`src/rtl/aud_tx_pkg.sv`:
```
package aud_tx_pkg;
  localparam int HALF_W = 9;
  localparam int CFG_W  = 7 + HALF_W;

  typedef struct packed {
    logic [HALF_W-1:0] halfLen;
    logic              mute;
    logic              slave;
    logic              clear;
    logic              halt;
    logic              mono;
    logic [1:0]        widthCode;
  } cfg_t;

  typedef struct packed {
    logic step;   // shift one bit
    logic load;   // start of a sample slot
    logic fetch;  // load from FIFO head
    logic dry;    // sample due, FIFO empty
    logic reuse;  // mono right half: resend held word
  } strobe_t;
endpackage

```
`src/rtl/aud_tx_cfg.sv`:
```
module aud_tx_cfg
  import aud_tx_pkg::*;
(
  input  logic             clk,
  input  logic             rstN,
  input  logic             wrEn,
  input  logic [CFG_W-1:0] wrData,
  output cfg_t             cfg
);
  localparam cfg_t CFG_RESET = '{halfLen: HALF_W'(31), mute: 1'b1, slave: 1'b1,
                                 clear: 1'b0, halt: 1'b0, mono: 1'b0, widthCode: 2'd1};

  always_ff @(posedge clk or negedge rstN) begin
    if (!rstN) cfg <= CFG_RESET;
    else if (wrEn) cfg <= cfg_t'(wrData);
  end
endmodule

```
`src/rtl/aud_tx_ctrl.sv`:
```
module aud_tx_ctrl
  import aud_tx_pkg::*;
#(
  parameter int SYNC_STAGES = 2
) (
  input  logic    clk,
  input  logic    chanRstN,
  input  logic    bitTick,
  input  cfg_t    cfg,
  input  logic    wsIn,
  input  logic    fifoEmpty,
  output logic    wsOut,
  output strobe_t stb
);
  logic [SYNC_STAGES-1:0] wsSyncQ;
  logic [HALF_W-1:0]      halfCnt;
  logic wsCur, wsNext, wsSync, halfDone, loadPending, loadNow, needNew;

  assign wsSync   = wsSyncQ[SYNC_STAGES-1];
  assign halfDone = halfCnt >= cfg.halfLen;

  always_comb begin
    if (cfg.slave)     wsNext = wsSync;
    else if (halfDone) wsNext = ~wsCur;
    else               wsNext = wsCur;
  end

  always_ff @(posedge clk or negedge chanRstN) begin
    if (!chanRstN) wsSyncQ <= '1;
    else           wsSyncQ <= {wsSyncQ[SYNC_STAGES-2:0], wsIn};
  end

  always_ff @(posedge clk or negedge chanRstN) begin
    if (!chanRstN) begin
      wsCur       <= 1'b1;
      halfCnt     <= '0;
      loadPending <= 1'b0;
    end else if (bitTick) begin
      wsCur       <= wsNext;
      loadPending <= wsNext != wsCur;
      halfCnt     <= (cfg.slave || halfDone) ? '0 : halfCnt + 1'b1;
    end
  end

  assign loadNow = bitTick & loadPending;
  assign needNew = ~cfg.mono | ~wsCur;

  always_comb begin
    stb.step  = bitTick & ~loadPending;
    stb.load  = loadNow;
    stb.fetch = loadNow & ~cfg.halt & needNew & ~fifoEmpty;
    stb.dry   = loadNow & ~cfg.halt & needNew & fifoEmpty;
    stb.reuse = loadNow & ~cfg.halt & ~needNew;
  end

  assign wsOut = wsCur;
endmodule

```
`src/rtl/aud_tx_dp.sv`:
```
module aud_tx_dp
  import aud_tx_pkg::*;
#(
  parameter int DATA_W = 32
) (
  input  logic              clk,
  input  logic              chanRstN,
  input  cfg_t              cfg,
  input  strobe_t           stb,
  input  logic [DATA_W-1:0] fifoRdData,
  output logic              sdOut,
  output logic              underrun
);
  logic [DATA_W-1:0] shiftQ, holdQ;

  function automatic logic [DATA_W-1:0] alignWord(input logic [DATA_W-1:0] w,
                                                   input logic [1:0] code);
    int unsigned bits;
    bits = 8 * (int'(code) + 1);
    return w << (DATA_W - bits);
  endfunction

  always_ff @(posedge clk or negedge chanRstN) begin
    if (!chanRstN) begin
      shiftQ   <= '0;
      holdQ    <= '0;
      underrun <= 1'b0;
    end else begin
      underrun <= stb.dry;
      if (stb.load) begin
        if (stb.fetch) begin
          shiftQ <= alignWord(fifoRdData, cfg.widthCode);
          holdQ  <= fifoRdData;
        end else if (stb.reuse) begin
          shiftQ <= alignWord(holdQ, cfg.widthCode);
        end else begin
          shiftQ <= '0;
          if (stb.dry) holdQ <= '0;
        end
      end else if (stb.step) begin
        shiftQ <= {shiftQ[DATA_W-2:0], 1'b0};
      end
    end
  end

  assign sdOut = shiftQ[DATA_W-1] & ~cfg.mute & ~cfg.halt;
endmodule

```
`src/rtl/aud_tx_serializer.sv`:
```
module aud_tx_serializer
  import aud_tx_pkg::*;
#(
  parameter int DATA_W      = 32,
  parameter int SYNC_STAGES = 2
) (
  input  logic              clk,
  input  logic              rstN,
  input  logic              cfgWrEn,
  input  logic [CFG_W-1:0]  cfgWrData,
  input  logic              bitTick,
  input  logic              wsIn,
  output logic              wsOut,
  output logic              sdOut,
  output logic              fifoRdEn,
  input  logic [DATA_W-1:0] fifoRdData,
  input  logic              fifoEmpty,
  output logic              fifoClear,
  output logic              underrun
);
  cfg_t    cfg;
  strobe_t stb;
  logic    chanRstN;

  assign chanRstN  = rstN & ~cfg.clear;
  assign fifoClear = cfg.clear;
  assign fifoRdEn  = stb.fetch;

  aud_tx_cfg uCfg (
    .clk(clk), .rstN(rstN), .wrEn(cfgWrEn), .wrData(cfgWrData), .cfg(cfg)
  );

  aud_tx_ctrl #(.SYNC_STAGES(SYNC_STAGES)) uCtrl (
    .clk(clk), .chanRstN(chanRstN), .bitTick(bitTick), .cfg(cfg),
    .wsIn(wsIn), .fifoEmpty(fifoEmpty), .wsOut(wsOut), .stb(stb)
  );

  aud_tx_dp #(.DATA_W(DATA_W)) uDp (
    .clk(clk), .chanRstN(chanRstN), .cfg(cfg), .stb(stb),
    .fifoRdData(fifoRdData), .sdOut(sdOut), .underrun(underrun)
  );
endmodule

```
`config.mk`:
```
export PLATFORM = sky130hd
export DESIGN_NAME = aud_tx_serializer
export DESIGN_NICKNAME = d
export VERILOG_FILES = /design/src/rtl/aud_tx_pkg.sv /design/src/rtl/aud_tx_cfg.sv /design/src/rtl/aud_tx_ctrl.sv /design/src/rtl/aud_tx_dp.sv /design/src/rtl/aud_tx_serializer.sv
export SDC_FILE = /design/constraint.sdc
export NUM_CORES = 1
export LEC_CHECK = 0
export BUFFER_PORTS_ARGS = -buffer_cell sky130_fd_sc_hd__buf_2
export CAP_MARGIN = 20
export CORE_UTILIZATION = 40
export DETAILED_ROUTE_END_ITERATION = 7
export PLACE_DENSITY = 0.55
export REMOVE_ABC_BUFFERS = 1
export SLEW_MARGIN = 40
export SYNTH_ARGS = -nofsm -noshare
export SYNTH_HDL_FRONTEND = slang
export SYNTH_SLANG_ARGS = --single-unit
```
`constraint.sdc`:
```
create_clock -name clk -period 7.4 [get_ports clk]
set_clock_uncertainty 0.2 [all_clocks]
set_input_delay 0.37 -clock clk [delete_from_list [all_inputs] [get_ports clk]]
set_output_delay 0.37 -clock clk [all_outputs]
set_load 0.1 [all_outputs]
```
; ---- After elaboration in Yosys (flattened, before gate mapping)
; Cells that the tools add are included.
[word_totals]
reg_bits = 94
input_bits = 54
[op_classes]
order_cmp = 1
eq_ne = 2
shifts = 2
reduce_logical = 4
add_sub_neg = 3
muxes = 10
n_bitwise = 19
[ops]
columns = op, n
row1 = $mux W32, 7
row2 = $shl A32 B32 Y32, 2
row3 = $sub A6 B32 Y32 const A, 1
row4 = $and A1 B1 Y1, 10
row5 = $add A9 B1 Y9 const B, 1
row6 = $ge A9 B9 Y1, 1
row7 = $mux W9, 1
row8 = $not A1 Y1, 8
row9 = $reduce_bool A2 Y1, 2
row10 = $add A2 B1 Y3 const B, 1
row11 = $reduce_and A3 Y1, 1
row12 = $mux W1, 2
row13 = $ne A2 B2 Y1 const B, 1
row14 = $logic_or A1 B1 Y1, 1
row15 = $ne A1 B1 Y1, 1
row16 = $or A1 B1 Y1, 1

; ---- Logic depth before layout (Yosys ltp)
[depth]
ltp_word = 7
mapped_depth = 9
ltp_nobuf = 8

; ---- Hierarchy
; Synthesis repeated with hierarchy kept, for this count alone.
[unflattened]
cells_unflattened = 477
hier_area_um2 = 5530.3
[by_module_without_submodules]
columns = module, area_per_inst_um2, cells_each, n_inst, seq_area_each_um2
row1 = aud_tx_dp, 3920.0, 340, 1, 1626.6
row2 = aud_tx_ctrl, 937.1, 102, 1, 329.1
row3 = aud_tx_cfg, 659.4, 34, 1, 410.4
row4 = aud_tx_serializer, 13.8, 1, 1, 0.0

; ---- Worst setup path after synthesis
; OpenSTA, ideal clock, no wires.
[synth_path]
path_type = register to output
from = register, netlist name uCfg.cfg[3]
to = output sdOut
required_time_ps = 6830
arrival_time_ps = 2604
path_stages_with_launch = 2
slack_ps = 4226
cell_sequence = dfrtp_1 -> nor3b_1
[synth_via]
elab_chain_cells = 2
[synth_rtl]
columns = element, line_no
row1 = $not A1 Y1, aud_tx_dp.sv:46  ; assign sdOut = shiftQ[DATA_W-1] & ~cfg.mute & ~cfg.halt;
row2 = $and A1 B1 Y1, aud_tx_dp.sv:46
row3 = "end, declared", aud_tx_serializer.sv:14  ; output logic sdOut,
; No other way between the ends.

; ---- Final worst setup path
[layout_path]
from = input bitTick
to = output fifoRdEn
[layout_via]
elab_chain_cells = 4
[layout_rtl]
columns = element, line_no
row1 = "start, declared", aud_tx_serializer.sv:11  ; input logic bitTick,
row2 = $and A1 B1 Y1, aud_tx_ctrl.sv:45  ; assign loadNow = bitTick & loadPending;
row3 = $and A1 B1 Y1 (3 in series), aud_tx_ctrl.sv:51  ; stb.fetch = loadNow & ~cfg.halt & needNew & ~fifoEmpty;
row4 = "end, declared", aud_tx_serializer.sv:15  ; output logic fifoRdEn,
; No other way between the ends.

==> results.md <==
- Vias/cell: 5.61
- Hold Path Stages: 3
- Post-layout net count: 605
- Yosys warning total: 0
- Worst Hold End: uCfg.cfg[13]
- Setup bufs post-CTS: 0
- Bufs on Longest Clock Path: 2
- CTS clk-pin slew, worst paths: 0.06 ns
- I/O pins: 59
- CTS tree: yes
- Synthesized instance count: 505
- Fmax: 243 MHz
- Seq pwr share: 44.7%
- Maximum fanout along the worst path: 46
- Seq/Total Area, Yosys: 46.0%
- Number of CTS-inserted buffers: 9
- Layout cells sized above 1: 24.8%
- CTS sink cnt: 94
- Psw: 0.495 mW
- Sw Ratio: 31.6%
- Post-layout minimum cycle time: 4.12 ns
- Gr usage total: 19.7%
- Pwr dens: 267 nW/um2
- Commonest non-fill, non-tap cell in the layout: dfrtp_1
- Flip-flop and latch count after synthesis: 94
- Crit path DAT: 3.55 ns
- Overflow after GRT: 0
- Top FF cell, synth: dfrtp_1
- Synth-to-Final Area Change: 13.9%
- Period utilization: 55.6%
- Worst R2R Start: uCtrl.loadPending
- Vias in the first global route: 3852
- Chip height: 115 um
- Hpwl dp: 7840 um
- Final setup vio count: 0
- Initial antenna violation count: 0
- Row cnt: 41
- P_int: 1.07 mW
- Syn Area/Cell: 10.2 um2
- Total number of vias: 4019
- Worst Hold Launch: cfgWrData[13]
- Setup_tns: 0 ns
- Clk pwr share: 30.6%
- Maxcap violations: 0
- Post-synth ARST share: 100%
- Worst Tran Pin Value: 0.811 ns
- Min-delay worst type: input port to register
- Fin. Hold Viols: 0
- Leakage power: 2.62 nW
- Final GP Congestion: 0.789
- Filler cells: 1214
- CP startpoint kind: input port
- Most frequent cells in the layout: 83 x dfrtp_1, 77 x nand2_1, 58 x buf_2
- Comb pwr share: 24.7%
- H-tree depth: 3
- Number of DRC markers in iteration 0: 310
- RSZ-0062 raised after global routing: no
- Root buffer cell: clkbuf_16
- I/O Buffers: 58
- Total power: 1.57 mW
- Largest net degree at the start of global routing: 79
- Slew headroom: 46.0%
- ANT nets after route: 0
- Starting density of the core: 40.9%
- Diodes inserted: 0
- Netlist Area Pre-Place: 5150 um2
- Core ar.: 12600 um2
- Reg2reg setup slack: 3.92 ns
- Routed length per instance: 17.1 um
- Multi-input logic area: 2570 um2
- DRT Pass-1 Iters: 5
- Clk_lat worst skew: 0.35 ns
- Synth cell types: 46
- DRC Markers: 0
- R2R depth: 6
- RR Endpoint: uDp.shiftQ[0]
- Full die area: 13300 um2
- CP Class: input port to output pin
- Critical Path Sink Type: output pin
- Routed wire length: 12300 um
- Fin. max-slew vios: 0
- Status: finished clean
- First-pass GRT wire length: 20000 um
- FF/Latch Area: 2370 um2
- Die X: 115 um
- Maximum VDD drop: 0.127 mV
- Critical path required time: 6.83 ns
- Number of synthesized flops with an enable pin: 0
## flip-flops by register name (all words and copies together) (netlist names)
| signal | cells |
|---|---|
| uDp.holdQ | 32 |
| uDp.shiftQ | 32 |
| uCfg.cfg | 16 |
| uCtrl.halfCnt | 9 |
| uCtrl.wsSyncQ | 2 |
| uCtrl.loadPending | 1 |
| uCtrl.wsOut | 1 |
| uDp.underrun | 1 |
## cells in the mapped netlist, types with 2 or more instances
master | count | area [um2]
dfstp_2 | 11 | 289
a31oi_1 | 3 | 18.8
and3_1 | 8 | 50.1
nor2_1 | 19 | 71.3
nor3_1 | 2 | 10.0
a21oi_1 | 25 | 125
a222oi_1 | 5 | 50.1
nor2b_1 | 3 | 18.8
mux4_2 | 16 | 360
or3_1 | 2 | 12.5
mux2i_1 | 17 | 170
xnor2_1 | 3 | 26.3
clkbuf_1 | 25 | 93.8
mux2_2 | 22 | 248
nand2_1 | 77 | 289
xor2_1 | 3 | 26.3
nand3_1 | 8 | 40.0
a22o_1 | 9 | 78.8
buf_2 | 12 | 60.1
a221o_1 | 8 | 80.1
dfrtp_1 | 83 | 2080
ha_1 | 11 | 138
inv_1 | 14 | 52.6
o21ai_0 | 48 | 240
a22oi_1 | 33 | 248
o21a_1 | 2 | 15.0
o22ai_1 | 17 | 106
## logic make-up (layout without fill, tap and decap cells)
logic type               count (synthesis)  in the layout  synth area share (%)
AO/OA/AOI/OAI                          158            158                  20.0
XOR/XNOR                                 6              6                  1.02
adder cells (fa/ha/maj)                 11             11                  2.67
buffers and inverters                   56             96                  4.60
flip-flops                              94             94                  46.0
multiplexers                            55             55                  15.1
AND/OR/NAND/NOR                        125            125                  10.6
## routing by layer
| metal | share of wire [%] | up-vias | global-route usage (%) | routed length (um) |
|---|---|---|---|---|
| li1 | - | 1943 | - | - |
| met3 | 4.5 | 8 | 5.65 | 549 |
| met4 | 0.82 | 0 | 4.42 | 100 |
| met5 | 0 | - | 0 | 0 |
| met2 | 47 | 95 | 31.3 | 5750 |
| met1 | 48 | 1973 | 26.6 | 5850 |
## worst max-delay path, stage by stage
cell and delay [ns]:
buf_2 0.61, inv_2 0.45, nor2_1 0.40, nand4_2 0.51, clkinv_1 0.65, buf_2 0.54
## metrics by stage
step	hold WS [ns]	instance area, um2	setup WS, ns	utilization (%)	std cells
floorplan	-0.126	4970	1.54	-	465
global placement	0.102	5520	3.18	43.9	699
detailed placement	0.113	5540	3.09	44.1	699
CTS	0.0235	5860	3.07	46.6	717
global route	0.0347	5860	3.07	46.6	717
finish	0.0301	5860	3.28	46.6	717
## worst max path at each step
stage                     cells past startpoint                to  slack (ns)        start
after floorplan                               1  uCtrl.halfCnt[0]        1.54  uCfg.cfg[4]
after global placement                        6          fifoRdEn        3.18      bitTick
after detailed placement                      6          fifoRdEn        3.09      bitTick
after CTS                                     6          fifoRdEn        3.07      bitTick
after global routing                          6          fifoRdEn        3.07      bitTick
final                                         6          fifoRdEn        3.28      bitTick
## power groups by stage
stage / logic [mW] / registers [mW] / clock network, mW
after global routing: 0.434 / 0.713 / 0.510
after detailed placement: 0.391 / 0.707 / 0
after floorplan: 0.269 / 0.707 / 0
after global placement: 0.382 / 0.705 / 0
final: 0.387 / 0.700 / 0.479
after CTS: 0.394 / 0.697 / 0.491
## repair_timing
action,CTS,global route
endpoints found under the hold margin,9,0
gates resized for setup,0,0
hold buffers,2,0
## layout make-up
| class | count | area share, % |
|---|---|---|
| inverter | 16 | 1.02 |
| tap | 172 | 3.67 |
| sequential | 94 | 40.4 |
| timing repair buffer | 64 | 5.87 |
| clock inverter | 4 | 0.768 |
| clock buffer | 12 | 4.38 |
| multi-input combinational | 355 | 43.9 |
(Power assumes the default switching activity.)
